===== config.mk =====
export PLATFORM = sky130hd
export DESIGN_NAME = issue_sched
export DESIGN_NICKNAME = d
export VERILOG_FILES = /design/src/rtl/issue_sched_pkg.sv /design/src/rtl/sched_rr_pick.sv /design/src/rtl/sched_credit_bank.sv /design/src/rtl/sched_lock.sv /design/src/rtl/issue_sched.sv
export SDC_FILE = /design/constraint.sdc
export NUM_CORES = 1
export LEC_CHECK = 0
export ABC_AREA = 1
export ABC_CLOCK_PERIOD_IN_PS = 6500
export BUFFER_PORTS_ARGS = -buffer_cell sky130_fd_sc_hd__buf_2
export CAP_MARGIN = 10
export CORE_MARGIN = 10
export CORE_UTILIZATION = 60
export CTS_CLUSTER_SIZE = 20
export DETAILED_ROUTE_END_ITERATION = 16
export PLACE_DENSITY = 0.79
export SLEW_MARGIN = 30
export SYNTH_ARGS = -nofsm -noshare
export SYNTH_HDL_FRONTEND = slang
export SYNTH_HIERARCHICAL = 1
export SYNTH_SLANG_ARGS = --single-unit

===== constraint.sdc =====
create_clock -name clk -period 6.5 [get_ports clk]
set_input_delay 0.325 -clock clk [delete_from_list [all_inputs] [get_ports clk]]
set_output_delay 0.325 -clock clk [all_outputs]
set_load 0.005 [all_outputs]

===== src/rtl/issue_sched_pkg.sv =====
package issue_sched_pkg;
   // Index width that stays at least one bit for a single context
   function automatic int unsigned idx_w(input int unsigned n);
      return (n > 1) ? $clog2(n) : 1;
   endfunction
endpackage


===== src/rtl/sched_rr_pick.sv =====
module sched_rr_pick #(
   parameter int unsigned N  = 4,
   parameter int unsigned IW = 2
) (
   input  logic [N-1:0]  cand,
   input  logic [IW-1:0] last,
   output logic [N-1:0]  gnt
);
   always_comb begin
      logic found;
      gnt   = '0;
      found = 1'b0;
      for (int off = 1; off <= int'(N); off++) begin
         if (!found && cand[IW'((int'(last) + off) % int'(N))]) begin
            gnt[IW'((int'(last) + off) % int'(N))] = 1'b1;
            found = 1'b1;
         end
      end
   end
endmodule


===== src/rtl/sched_credit_bank.sv =====
module sched_credit_bank #(
   parameter int unsigned N  = 4,
   parameter int unsigned WW = 4,
   parameter int unsigned IW = 2
) (
   input  logic          clk,
   input  logic          rst_n,
   input  logic          wr_en,
   input  logic [IW-1:0] wr_idx,
   input  logic [WW-1:0] wr_val,
   input  logic [N-1:0]  ready,
   input  logic [N-1:0]  grant,
   input  logic          hold,
   output logic [N-1:0]  elig,
   output logic [N-1:0]  wt_nz
);
   logic [N-1:0] cr_nz;
   logic         reload_now;

   // Reload once no ready weighted context holds credit
   assign reload_now = ~|(ready & wt_nz & cr_nz);

   for (genvar i = 0; i < int'(N); i++) begin : g_ctx
      logic [WW-1:0] wt_q, cr_q, eff_c;
      logic          dec;

      always_ff @(posedge clk or negedge rst_n) begin
         if (!rst_n)                             wt_q <= WW'(1);
         else if (wr_en && wr_idx == IW'(i))     wt_q <= wr_val;
      end

      assign eff_c = reload_now ? wt_q : cr_q;
      assign dec   = grant[i] && (|eff_c);

      always_ff @(posedge clk or negedge rst_n) begin
         if (!rst_n)     cr_q <= WW'(1);
         else if (!hold) cr_q <= eff_c - WW'(dec);
      end

      assign cr_nz[i] = |cr_q;
      assign wt_nz[i] = |wt_q;
      assign elig[i]  = ready[i] && wt_nz[i] && (|eff_c);
   end
endmodule


===== src/rtl/sched_lock.sv =====
module sched_lock #(
   parameter int unsigned N = 4
) (
   input  logic         clk,
   input  logic         rst_n,
   input  logic [N-1:0] lock_req,
   output logic         lock_on,
   output logic [N-1:0] owner_oh
);
   logic         held_q;
   logic [N-1:0] owner_q;
   logic         keep;

   assign keep = held_q && (|(lock_req & owner_q));

   always_comb begin
      if (keep) begin
         lock_on  = 1'b1;
         owner_oh = owner_q;
      end else begin
         lock_on  = |lock_req;
         owner_oh = lock_req & (~lock_req + N'(1));
      end
   end

   always_ff @(posedge clk or negedge rst_n) begin
      if (!rst_n) begin
         held_q  <= 1'b0;
         owner_q <= '0;
      end else begin
         held_q  <= lock_on;
         owner_q <= owner_oh;
      end
   end

   // an owner that keeps requesting keeps the lock
   a_r6_owner_kept: assert property (@(posedge clk) disable iff (!rst_n)
      lock_on |=> (!(|(lock_req & $past(owner_oh))) || owner_oh == $past(owner_oh)));
endmodule


===== src/rtl/issue_sched.sv =====
module issue_sched
   import issue_sched_pkg::*;
#(
   parameter int unsigned N_CTX = 4,
   parameter int unsigned WW    = 4,
   parameter int unsigned IW    = idx_w(N_CTX)
) (
   input  logic             clk,
   input  logic             rst_n,
   input  logic [N_CTX-1:0] ready,
   input  logic [N_CTX-1:0] lock_req,
   input  logic             wr_en,
   input  logic [IW-1:0]    wr_idx,
   input  logic [WW-1:0]    wr_val,
   output logic [N_CTX-1:0] grant,
   output logic             valid
);
   if (N_CTX < 1 || N_CTX > 9) begin : g_bad_n
      $error("issue_sched: N_CTX must lie in 1..9");
   end
   if (WW < 1) begin : g_bad_w
      $error("issue_sched: WW must be at least 1");
   end

   logic [N_CTX-1:0] elig, wt_nz, cand, pick, owner_oh;
   logic             lock_on;
   logic [IW-1:0]    last_q, gidx;

   sched_lock #(.N(N_CTX)) i_lock (
      .clk(clk), .rst_n(rst_n), .lock_req(lock_req),
      .lock_on(lock_on), .owner_oh(owner_oh)
   );

   sched_credit_bank #(.N(N_CTX), .WW(WW), .IW(IW)) i_bank (
      .clk(clk), .rst_n(rst_n), .wr_en(wr_en), .wr_idx(wr_idx),
      .wr_val(wr_val), .ready(ready), .grant(grant), .hold(lock_on),
      .elig(elig), .wt_nz(wt_nz)
   );

   // Fall back to plain readiness when only zero-weight contexts are ready
   assign cand = (|elig) ? elig : ready;

   sched_rr_pick #(.N(N_CTX), .IW(IW)) i_pick (
      .cand(cand), .last(last_q), .gnt(pick)
   );

   assign grant = lock_on ? (owner_oh & ready) : pick;
   assign valid = |grant;

   always_comb begin
      gidx = '0;
      for (int k = 0; k < int'(N_CTX); k++)
         if (grant[k]) gidx = IW'(k);
   end

   always_ff @(posedge clk or negedge rst_n) begin
      if (!rst_n)                last_q <= IW'(N_CTX - 1);
      else if (valid && !lock_on) last_q <= gidx;
   end


   a_r1_onehot: assert property (@(posedge clk) disable iff (!rst_n)
      $onehot0(grant) && (valid == (grant != '0)));

   a_r2_no_stalled: assert property (@(posedge clk) disable iff (!rst_n)
      (grant & ~ready) == '0);
   a_r2_no_waste: assert property (@(posedge clk) disable iff (!rst_n)
      (!lock_on && ready != '0) |-> valid);

   a_r5_zero_weight: assert property (@(posedge clk) disable iff (!rst_n)
      (!lock_on && (|(grant & ~wt_nz))) |-> !(|(ready & wt_nz)));

   a_r6_lock_pinned: assert property (@(posedge clk) disable iff (!rst_n)
      lock_on |-> (grant & ~owner_oh) == '0);

   a_r8_idle: assert property (@(posedge clk) disable iff (!rst_n)
      (ready == '0) |-> !valid);
endmodule


==> results_dict.tcl <==
set metrics [dict create \
    outcome "finished, final reports clean" \
    htreeDepth 2 \
    place_congestion 0.918 \
    setup_viol 0 \
    cp.arrival_ns 4.42 \
    power_frac_seq_pct 28.4 \
    final-hold-violation-count 0 \
    worst_setup_path_start_kind "flop" \
    timing.final.crit_share_pct 65.5 \
    timing.rr.start "i_bank/g_ctx[1].wt_q[0]$_DFFE_PN1P_" \
    clkPwrFrac_pct 11.8 \
    critical_path.most_common_cell "nand2_1" \
    skew_ns 0.00944 \
    max_stage_delay_ns 0.58 \
    crit_required_ns 6.67 \
    vdd_ir_drop_max_mv 0.163 \
    die-area_sq_mm 0.00844 \
    worstMarginPinSlew_ns 0.856 \
    grt_use_total_pct 16.5 \
    drt_iter0_markers 121 \
    reg2reg_depth 31 \
    fin_hold_ws_ns 0.131 \
    yosys_register_bits 39 \
    rsz0062_at_grt "no" \
    start_util_pct 61.4 \
    r2r_end "i_bank/g_ctx[3].cr_q[2]$_DFFE_PN0N_" \
    internal_power_mw 0.693 \
    syn_avg_cell_area_sq_um 7.20 \
    startpoint "i_bank/g_ctx[1].wt_q[0]$_DFFE_PN1P_" \
    report.final.slew_viol_count 0 \
    fill_cells 450 \
    cts_tree "yes" \
    swShare_pct 50.8 \
    dieHeight_um 91.9 \
    nets 485 \
    synth_area_sq_mm 0.00310 \
    numCtsBuffers 5 \
    slowest_stage "dfstp_2" \
    cts_setup_buffers 0 \
    ff2ff_setup_slack_ns 2.24 \
    via_per_inst 5.18 \
    wirelength_mm 6.82 \
    root_buffer "clkbuf_8" \
    synth_nets 463 \
    path_class "reg2reg" \
    fmax_ghz 0.235 \
    power_switching_mw 0.716 \
    hold_buffers 0 \
    hold_class "in2async" \
    dr_total_vias 2710 \
    io_pins 22 \
    finalSetupTns_ns 0 \
    powerDensity_mw_per_mm2 425 \
    antenna_left 0 \
    n_antenna_cell 0 \
    cts_sinks 39 \
    critPathCapture "i_bank/g_ctx[3].cr_q[2]$_DFFE_PN0N_" \
    core_area_sq_mm 0.00504 \
    routedWlPerCell_um 13.0 \
    cts.repair.resized 0 \
    ys_seq_area_share_pct 31.9 \
    drive_gt1_share_pct 25.4 \
    finalCriticalPeriod_ns 4.26 \
    layout_setup_ws_ns 2.24 \
    clkSlewWorstSetupHoldPaths_ns 0.08 \
    post_dp_cell_area_sq_mm 0.00322 \
    worst_slew_margin_rel_pct 42.9 \
    synthToLayoutAreaGrowth_pct 6.99 \
    gr-total-overflow 0 \
    ys_types 28 \
    synth_warnings 6 \
    cap_violations 0 \
    grt_first_pass_wirelength_mm 11.8 \
    grt_max_degree 40 \
    die_x_um 91.9 \
    leakagePower_nw 1.73 \
    io_buffers 21 \
    critPathMaxFanout 12 \
    grt_antenna_before_repair 0 \
    syn-instance-count 430 \
    clk_latency_ns 0.29 \
    critPathCaptureType "flop" \
    combPwrFrac_pct 59.8 \
    rows 26 \
    cts_buffer_depth 2 \
    grt_pass1_vias 2683 \
    finalPower_mw 1.41 \
    design_area_sq_mm 0.00331 \
    dp_slack_ns 2.29 \
    dp.final_hpwl_mm 5.22 \
    drc 0 \
    drtPass1Iterations 5 \
]
## layout make-up
class                   count  area [sq um]  area share, %
clock buffers               6          72.6           2.19
clock inverters             2          12.5          0.378
inverters                  66           253           7.63
multi-input cells         319          1800           54.2
flip-flops and latches     39           988           29.8
well taps                  70          87.6           2.64
repair buffers             21           105           3.17
## worst min-delay path by stage
stage | endpoint | start | slack, ns
after floorplan | i_bank/g_ctx[0].cr_q[1]$_DFFE_PN0N_ | rst_n | 0.03
after global placement | i_bank/g_ctx[0].wt_q[1]$_DFFE_PN0P_ | i_bank/g_ctx[0].wt_q[1]$_DFFE_PN0P_ | 0.47
after detailed placement | i_lock/owner_q[3]$_DFF_PN0_ | rst_n | 0.49
after CTS | i_lock/owner_q[3]$_DFF_PN0_ | rst_n | 0.17
after global routing | i_lock/owner_q[3]$_DFF_PN0_ | rst_n | 0.18
final | i_lock/owner_q[3]$_DFF_PN0_ | rst_n | 0.13
## routing by layer
metal | vias to the layer above | part of all wire (%) | GRT usage, %
met4 | 0 | 1.1 | 6.17
met2 | 63 | 48 | 27.6
met3 | 7 | 5.1 | 3.50
met5 | - | 0 | 0
met1 | 1235 | 46 | 20.4
li1 | 1405 | - | -
## power by group through the flow
| stage | Sequential (mW) | Combinational (mW) | Clock (mW) |
|---|---|---|---|
| detailed placement | 0.402 | 0.840 | 0 |
| floorplan | 0.376 | 0.731 | 0 |
| CTS | 0.399 | 0.846 | 0.170 |
| global placement | 0.400 | 0.827 | 0 |
| finish | 0.400 | 0.842 | 0.167 |
| global route | 0.410 | 0.964 | 0.179 |
## Yosys cell counts (all sizes together)
master | count | share of area (%)
nand3 | 58 | 11
clkbuf | 3 | 0.48
nor3 | 1 | 0.16
dfstp | 10 | 8.5
nor2 | 36 | 6.3
o21a | 1 | 0.24
nand2 | 147 | 23
buf | 3 | 1.7
ha | 16 | 6.5
nand4 | 5 | 1.0
or2 | 4 | 0.81
dfrtp | 29 | 23
inv | 66 | 8.2
a21oi | 6 | 0.97
o21ai | 42 | 7.4
a21boi | 3 | 0.73
## stage by stage
stage	util, %	cells
after global placement	63.9	515
after CTS	65.6	523
final	65.7	523
after global routing	65.7	523
after floorplan	-	430
after detailed placement	63.9	515
## critical path, delay by kind of cell (launching register included)
| family | cells | cell delay [ns] |
|---|---|---|
| buffers and inverters | 5 | 0.39 |
| flip-flops | 1 | 0.58 |
| AND/OR/NAND/NOR | 22 | 2.20 |
| AO/OA/AOI/OAI | 2 | 0.52 |
| adder cells (fa/ha/maj) | 2 | 0.41 |
## cells in the final DEF (no fill, tap or decap), types with 2 or more instances in the layout
| cell | count |
|---|---|
| nor2_8 | 2 |
| clkbuf_8 | 5 |
| o21ai_0 | 37 |
| nand3_1 | 48 |
| a21boi_0 | 3 |
| buf_2 | 21 |
| inv_1 | 59 |
| dfrtp_1 | 29 |
| o21ai_2 | 5 |
| nand2_1 | 106 |
| a21oi_1 | 6 |
| dfstp_2 | 10 |
| nand2_4 | 11 |
| inv_2 | 6 |
| nand4_1 | 5 |
| ha_1 | 16 |
| or2_2 | 3 |
| nor2_1 | 25 |
| nand2_2 | 30 |
| nor2_2 | 8 |
| nand3_2 | 10 |
## sequential cells by signal, indices dropped and copies added (netlist names)
signal and cells:
i_bank/g_ctx.cr_q 16, i_lock/held_q 1, i_bank/g_ctx.wt_q 16, last_q 2
i_lock/owner_q 4
## logic make-up (layout without fill, tap and decap cells)
family	count (synthesis)	in the layout	synth area share [%]
adders and majority gates	16	16	6.46
buffers and inverters	72	95	10.3
AOI/OAI and AO/OA	52	52	9.33
and+or+nand+nor	251	251	42.0
DFF	39	39	31.9
Power figures use the tool's default switching activity.
